**config.mk**
```make
export PLATFORM = sky130hd
export DESIGN_NAME = pingpong_fb_ctrl
export DESIGN_NICKNAME = d
export VERILOG_FILES = /design/src/rtl/fb_pkg.sv /design/src/rtl/fb_offset_ctr.sv /design/src/rtl/fb_write_area.sv /design/src/rtl/fb_scan_select.sv /design/src/rtl/pingpong_fb_ctrl.sv
export SDC_FILE = /design/constraint.sdc
export NUM_CORES = 1
export LEC_CHECK = 0
export ABC_AREA = 1
export BUFFER_PORTS_ARGS = -buffer_cell sky130_fd_sc_hd__buf_2
export CAP_MARGIN = 10
export CORE_MARGIN = 2
export CORE_UTILIZATION = 45
export DETAILED_ROUTE_END_ITERATION = 7
export PLACE_DENSITY_LB_ADDON = 0.08
export SLEW_MARGIN = 10
export SYNTH_ARGS = -nofsm -noshare
export SYNTH_HDL_FRONTEND = slang
export SYNTH_SLANG_ARGS = --single-unit
```
**constraint.sdc**
```tcl
create_clock -name clk -period 1.9 [get_ports clk]
set_input_delay 0.095 -clock clk [delete_from_list [all_inputs] [get_ports clk]]
set_output_delay 0.095 -clock clk [all_outputs]
set_load 0.01 [all_outputs]
```
**src/rtl/fb_pkg.sv**
```systemverilog
package fb_pkg;
  typedef enum logic {
    AREA_0 = 1'b0,
    AREA_1 = 1'b1
  } area_e;

  function automatic area_e other_area(area_e a);
    return (a == AREA_0) ? AREA_1 : AREA_0;
  endfunction
endpackage

```
**src/rtl/fb_offset_ctr.sv**
```systemverilog
module fb_offset_ctr #(
  parameter int DEPTH = 786432,
  localparam int W = $clog2(DEPTH)
) (
  input  logic         clk,
  input  logic         rst_n,
  input  logic         clr,
  input  logic         adv,
  output logic [W-1:0] off,
  output logic         wrap
);
  localparam logic [W-1:0] LAST = W'(DEPTH - 1);

  logic [W-1:0] off_d;
  logic         off_en;

  always_comb begin
    wrap   = adv && !clr && (off == LAST);
    off_en = clr || adv;
    if (clr || wrap) off_d = '0;
    else             off_d = off + W'(1);
  end

  always_ff @(posedge clk or negedge rst_n) begin
    if (!rst_n)      off <= '0;
    else if (off_en) off <= off_d;
  end


  off_bound_chk: assert property (@(posedge clk) disable iff (!rst_n)
    off <= LAST);

  off_step_chk: assert property (@(posedge clk) disable iff (!rst_n)
    (adv && !clr && off != LAST) |=> (off == $past(off) + W'(1)));

  off_clr_chk: assert property (@(posedge clk) disable iff (!rst_n)
    clr |=> (off == '0));

  off_idle_chk: assert property (@(posedge clk) disable iff (!rst_n)
    (!clr && !adv) |=> $stable(off));
endmodule

```
**src/rtl/fb_write_area.sv**
```systemverilog
module fb_write_area
  import fb_pkg::*;
(
  input  logic  clk,
  input  logic  rst_n,
  input  logic  frame_done,
  output area_e wr_area,
  output area_e done_area
);
  area_e wr_area_d;
  area_e done_area_d;

  always_comb begin
    wr_area_d   = other_area(wr_area);
    done_area_d = wr_area;
  end

  always_ff @(posedge clk or negedge rst_n) begin
    if (!rst_n) begin
      wr_area   <= AREA_0;
      done_area <= AREA_1;
    end else if (frame_done) begin
      wr_area   <= wr_area_d;
      done_area <= done_area_d;
    end
  end


  area_split_chk: assert property (@(posedge clk) disable iff (!rst_n)
    wr_area != done_area);

  area_flip_chk: assert property (@(posedge clk) disable iff (!rst_n)
    frame_done |=> (done_area == $past(wr_area)) && (wr_area != $past(wr_area)));

  area_hold_chk: assert property (@(posedge clk) disable iff (!rst_n)
    !frame_done |=> $stable(wr_area) && $stable(done_area));
endmodule

```
**src/rtl/fb_scan_select.sv**
```systemverilog
module fb_scan_select
  import fb_pkg::*;
(
  input  logic  clk,
  input  logic  rst_n,
  input  logic  rd_sof,
  input  logic  frame_done,
  input  area_e wr_area,
  input  area_e done_area,
  output area_e disp_area
);
  area_e newest;

  always_comb begin
    newest = frame_done ? wr_area : done_area;
  end

  always_ff @(posedge clk or negedge rst_n) begin
    if (!rst_n)      disp_area <= AREA_1;
    else if (rd_sof) disp_area <= newest;
  end


  disp_hold_chk: assert property (@(posedge clk) disable iff (!rst_n)
    !rd_sof |=> $stable(disp_area));

  disp_load_chk: assert property (@(posedge clk) disable iff (!rst_n)
    (rd_sof && !frame_done) |=> (disp_area == $past(done_area)));

  disp_same_cycle_chk: assert property (@(posedge clk) disable iff (!rst_n)
    (rd_sof && frame_done) |=> (disp_area == $past(wr_area)));
endmodule

```
**src/rtl/pingpong_fb_ctrl.sv**
```systemverilog
module pingpong_fb_ctrl
  import fb_pkg::*;
#(
  parameter int  H_PIXELS  = 1024,
  parameter int  V_LINES   = 768,
  localparam int FRAME_PIX = H_PIXELS * V_LINES,
  localparam int OFF_W     = $clog2(FRAME_PIX),
  localparam int ADDR_W    = OFF_W + 1
) (
  input  logic              clk,
  input  logic              rst_n,
  input  logic              wr_sof,
  input  logic              wr_pix,
  input  logic              rd_sof,
  input  logic              rd_pix,
  output logic [ADDR_W-1:0] wr_addr,
  output logic [ADDR_W-1:0] rd_addr,
  output logic              disp_buf
);
  logic [1:0]       rst_pipe;
  logic             rst_core_n;
  logic [OFF_W-1:0] wr_off;
  logic [OFF_W-1:0] rd_off;
  logic             wr_wrap;
  logic             rd_wrap;
  area_e            wr_area;
  area_e            done_area;
  area_e            disp_area;

  always_ff @(posedge clk or negedge rst_n) begin
    if (!rst_n) rst_pipe <= 2'b00;
    else        rst_pipe <= {rst_pipe[0], 1'b1};
  end
  assign rst_core_n = rst_pipe[1];

  fb_offset_ctr #(.DEPTH(FRAME_PIX)) u_wr_ctr (
    .clk(clk), .rst_n(rst_core_n), .clr(wr_sof), .adv(wr_pix),
    .off(wr_off), .wrap(wr_wrap)
  );

  fb_offset_ctr #(.DEPTH(FRAME_PIX)) u_rd_ctr (
    .clk(clk), .rst_n(rst_core_n), .clr(rd_sof), .adv(rd_pix),
    .off(rd_off), .wrap(rd_wrap)
  );

  fb_write_area u_wr_area (
    .clk(clk), .rst_n(rst_core_n), .frame_done(wr_wrap),
    .wr_area(wr_area), .done_area(done_area)
  );

  fb_scan_select u_scan_sel (
    .clk(clk), .rst_n(rst_core_n), .rd_sof(rd_sof), .frame_done(wr_wrap),
    .wr_area(wr_area), .done_area(done_area), .disp_area(disp_area)
  );

  assign wr_addr  = {logic'(wr_area), wr_off};
  assign rd_addr  = {logic'(disp_area), rd_off};
  assign disp_buf = logic'(disp_area);


  rd_wrap_area_chk: assert property (@(posedge clk) disable iff (!rst_core_n)
    (rd_wrap && !rd_sof) |=> (rd_addr[ADDR_W-1] == $past(rd_addr[ADDR_W-1])) && (rd_off == '0));

  wr_wrap_chk: assert property (@(posedge clk) disable iff (!rst_core_n)
    wr_wrap |=> (wr_off == '0) && (wr_addr[ADDR_W-1] != $past(wr_addr[ADDR_W-1])));
endmodule

```
==> results by group <==
STA
  • Final max-slew violation count: 0
  • Ratio of final minimum period to clock period: 87.86%
  • Final critical path time including I/O delays and setup: 1.669 ns
  • Aggregate negative setup slack: 0 ns
  • Largest clock skew in the final design: around 0.0047 ns
  • Final Setup Violations: 0
  • Unrepaired setup endpoints after global routing: no
  • Final hold violations: 0
  • Worst hold slack: 0.05051 ns
  • Peak clock frequency supported by timing: 599.0 MHz

Clock tree
  • Worst-skew pair later-pin latency: 0.31 ns
  • Setup Buffers After CTS: 0
  • TritonCTS buffer count: 5
  • Maximum number of buffers from clock root to sink: 2
  • CTS tree: built
  • Root buffer cell: sky130_fd_sc_hd__clkbuf_8
  • # clock sinks: 45
  • Clock Pin Slew Worst Setup and Hold Paths: 0.08 ns
  • CTS H-tree lvls: 2

Drt
  • Antenna Violating Nets Remaining: 0
  • DR pass1 iterations: 5
  • Detailed-route vias per instance: 4.972
  • Average wire per standard cell: 12.06 µm
  • Number of vias in the routed layout: 2332
  • DR DRC count: 0
  • Final wirelength: 5.654 mm
  • Number of DRC violations after detailed-routing iteration 0: roughly 170

Finish
  • Final Instance Area: 2954 µm²
  • Post-layout instance count excluding filler cells: approximately 470
  • Nets: about 400
  • Area delta synth->final: 17.64%
  • Number of antenna diodes: 0
  • Layout cell share with drive strength beyond 1: 18.89%

Power and ir drop
  • Power density over cell area: 595.7 nW/µm²
  • Highest ir drop seen on vdd: 0.3141 mV
  • Leakage component of the power: around 1.4 nW

Die
  • Die extent in y: 78.70 µm
  • Cell Rows: 27
  • Area of the placeable core: between 5000 and 6000 µm²
  • Die span in x: between 70 and 80 µm
  • Starting utilization of the core area: around 46%
  • DIE AREA: about 6200 µm²
  • Io pins: 49

Synth
  • Cell count after synthesis: 342
  • Area of the mapped netlist: 2511 µm²
  • Async SR Flop Fraction: between 90% and 100%
  • Most used standard cell by instance count after synthesis: sky130_fd_sc_hd__nand2_1
  • Main flop type after synthesis: sky130_fd_sc_hd__dfrtp_1
  • Number of flops mapped to enable cells by yosys: 0
  • Share of synthesized area occupied by flip-flops and latches: 44.94%
  • Fraction of post-synthesis cell area in the top cell type by area: 42.85%
  • Share of cell area taken by muxes after synthesis: 0%
  • Main combinational cell family by area after synthesis: simple AND/OR/NAND/NOR gates
  • Syn_nets: 350
  • Area leader, netlist: sky130_fd_sc_hd__dfrtp_1
  • Yosys warning total: 0
  • Dominant cells by area after synthesis: sky130_fd_sc_hd__dfrtp_1 (43%), sky130_fd_sc_hd__nand2_1 (14%), sky130_fd_sc_hd__nor2_1 (9.4%)
  • Count of unique library cells instantiated by Yosys: 28
  • Count of state elements after synthesis: 45
  • Area share of fa/ha/maj cells after synthesis: 0.9965%
  • Compound-cell area share of the yosys netlist: 4.285%
  • Share of the synthesized netlist area taken by xor and xnor gates: under 10%
  • Avg Cell Area, Syn: 7.343 µm²
  • Most frequent cells after synthesis: sky130_fd_sc_hd__nand2_1 (97), sky130_fd_sc_hd__nor2_1 (63), sky130_fd_sc_hd__dfrtp_1 (43)
  • Post-synthesis share of cell area spent on and, or, nand and nor gates: 40.26%

Worst setup path
  • Required time of the critical path: approximately 2.1 ns
  • R2R Setup Slk: 0.23 ns
  • Worst-case reg-to-reg path depth: 8
  • Kind of capture point of the worst setup path: flip-flop
  • RR Endpoint: u_rd_ctr.off[2]
  • Critical path class: reg2reg
  • Reg2Reg Launch Point: u_rd_ctr.off[0]
  • Startpoint type of the worst setup path: flip-flop
  • Worst Path Arrival: 1.86 ns
  • Maximum fanout encountered on the critical timing path: 8

Hold path
  • Type of the tightest min-delay check: in2reg
  • Cell depth of the worst min-delay path: 3
  • Hold Crit Endpoint: u_scan_sel.disp_area
  • Worst hold path startpoint: rd_sof

Placement
  • Total instance count after detailed placement: 460
  • Buffers on Ports: 48
  • Estimated wirelength of the detail-placed design: 4.264 mm
  • Total placed instance area: roughly 2800 µm²
  • Final RePlAce weighted congestion: 0.7972

GRT
  • Maximum number of pins on one net before global-route repair: 26
  • Global-route wire length before repair: 9.756 mm
  • Number of antenna violations at the first check in global routing: 0
  • Remaining global-route overflow: 0
  • Overall fraction of global-route tracks in use: 19.86%
  • Number of global-route vias before repair: roughly 2100

Outcome
  • Run status: completed

Run
  • Number of max-capacitance violations reported: 0
-- state kept, by name (all words and copies together) (netlist names) --
signal	count
rst_pipe	2
u_wr_area.wr_area	1
u_wr_ctr.off	20
u_rd_ctr.off	20
u_wr_area.done_area	1
u_scan_sel.disp_area	1
-- cell type report --
cell class              instances  area, µm²
fillers                       549       2485
multi-input cells             256       1216
flip-flops and latches         45       1130
repair buffers                 51      277.8
inverters                      37      138.9
clock buffers                   7      96.34
well taps                      72      90.09
clock inverters                 1      5.005
-- layout by cell type, fill, tap and decap left out, types with 7 or more instances in the layout --
cell type                  netlist  routed
sky130_fd_sc_hd__nand2_1        97      97
sky130_fd_sc_hd__nor2_1         63      63
sky130_fd_sc_hd__buf_2           1      48
sky130_fd_sc_hd__dfrtp_1        43      42
sky130_fd_sc_hd__inv_1          37      37
sky130_fd_sc_hd__nand3_1        26      26
sky130_fd_sc_hd__nor3_1         14      14
sky130_fd_sc_hd__a21oi_1        12      12
sky130_fd_sc_hd__nand4_1        10      10
sky130_fd_sc_hd__clkbuf_8        0       7
-- worst max-delay path, stage by stage (launching register included) --
cell	delay [ns]
sky130_fd_sc_hd__dfrtp_1	0.39
sky130_fd_sc_hd__ha_1	0.18
sky130_fd_sc_hd__inv_1	0.08
sky130_fd_sc_hd__nor2_1	0.15
sky130_fd_sc_hd__nand2_1	0.12
sky130_fd_sc_hd__nor2_2	0.25
sky130_fd_sc_hd__nand2_1	0.17
sky130_fd_sc_hd__nand2_4	0.15
sky130_fd_sc_hd__nor3_1	0.06
-- worst max path at each step --
stage                    startpoint               end
global placement    u_rd_ctr.off[0]  u_rd_ctr.off[13]
CTS                 u_rd_ctr.off[0]  u_rd_ctr.off[19]
global route        u_rd_ctr.off[0]   u_rd_ctr.off[2]
finish              u_rd_ctr.off[0]   u_rd_ctr.off[2]
floorplan           u_rd_ctr.off[0]  u_rd_ctr.off[18]
detailed placement  u_rd_ctr.off[0]  u_rd_ctr.off[16]
-- power by group --
part	total (mW)	switching (mW)	internal, mW
combinational	0.0983	0.0657	0.0326
clock	0.674	0.345	0.329
sequential	0.987	0.0179	0.969
-- repair_timing --
action                                  in CTS  in global routing
endpoints found under the setup margin       0                  3
hold endpoints to repair                     2                  0
hold buffers                                 1                  0
gates resized for setup                      0                  1
-- routing by layer --
metal	GRT usage, %	routed length [µm]	share of wire (%)	up-vias
met4	6.316	104	1.8	0
li1	-	-	-	1196
met1	29.84	2975	53	1073
met5	0	0	0	-
met3	4.432	257	4.5	8
met2	28.29	2316	41	55
-- logic make-up (layout without fill, tap and decap cells) --
family | Yosys count | count (layout)
other cells | 1 | 1
compound gates | 19 | 19
buf+inv | 41 | 96
fa+ha+maj | 2 | 2
simple gates | 227 | 227
flops | 45 | 45
xor+xnor | 7 | 7
-- per-stage QoR --
stage                     worst slack (ns)  total power [mW]  utilization (%)
after global placement              0.3000             1.103            52.13
after floorplan                     0.4153             1.063                -
after global routing               0.03925             1.822            54.31
after CTS                           0.2002             1.778            54.18
after detailed placement            0.2231             1.105            52.13
final                               0.2306             1.760            54.31
(Power assumes the default switching activity.)
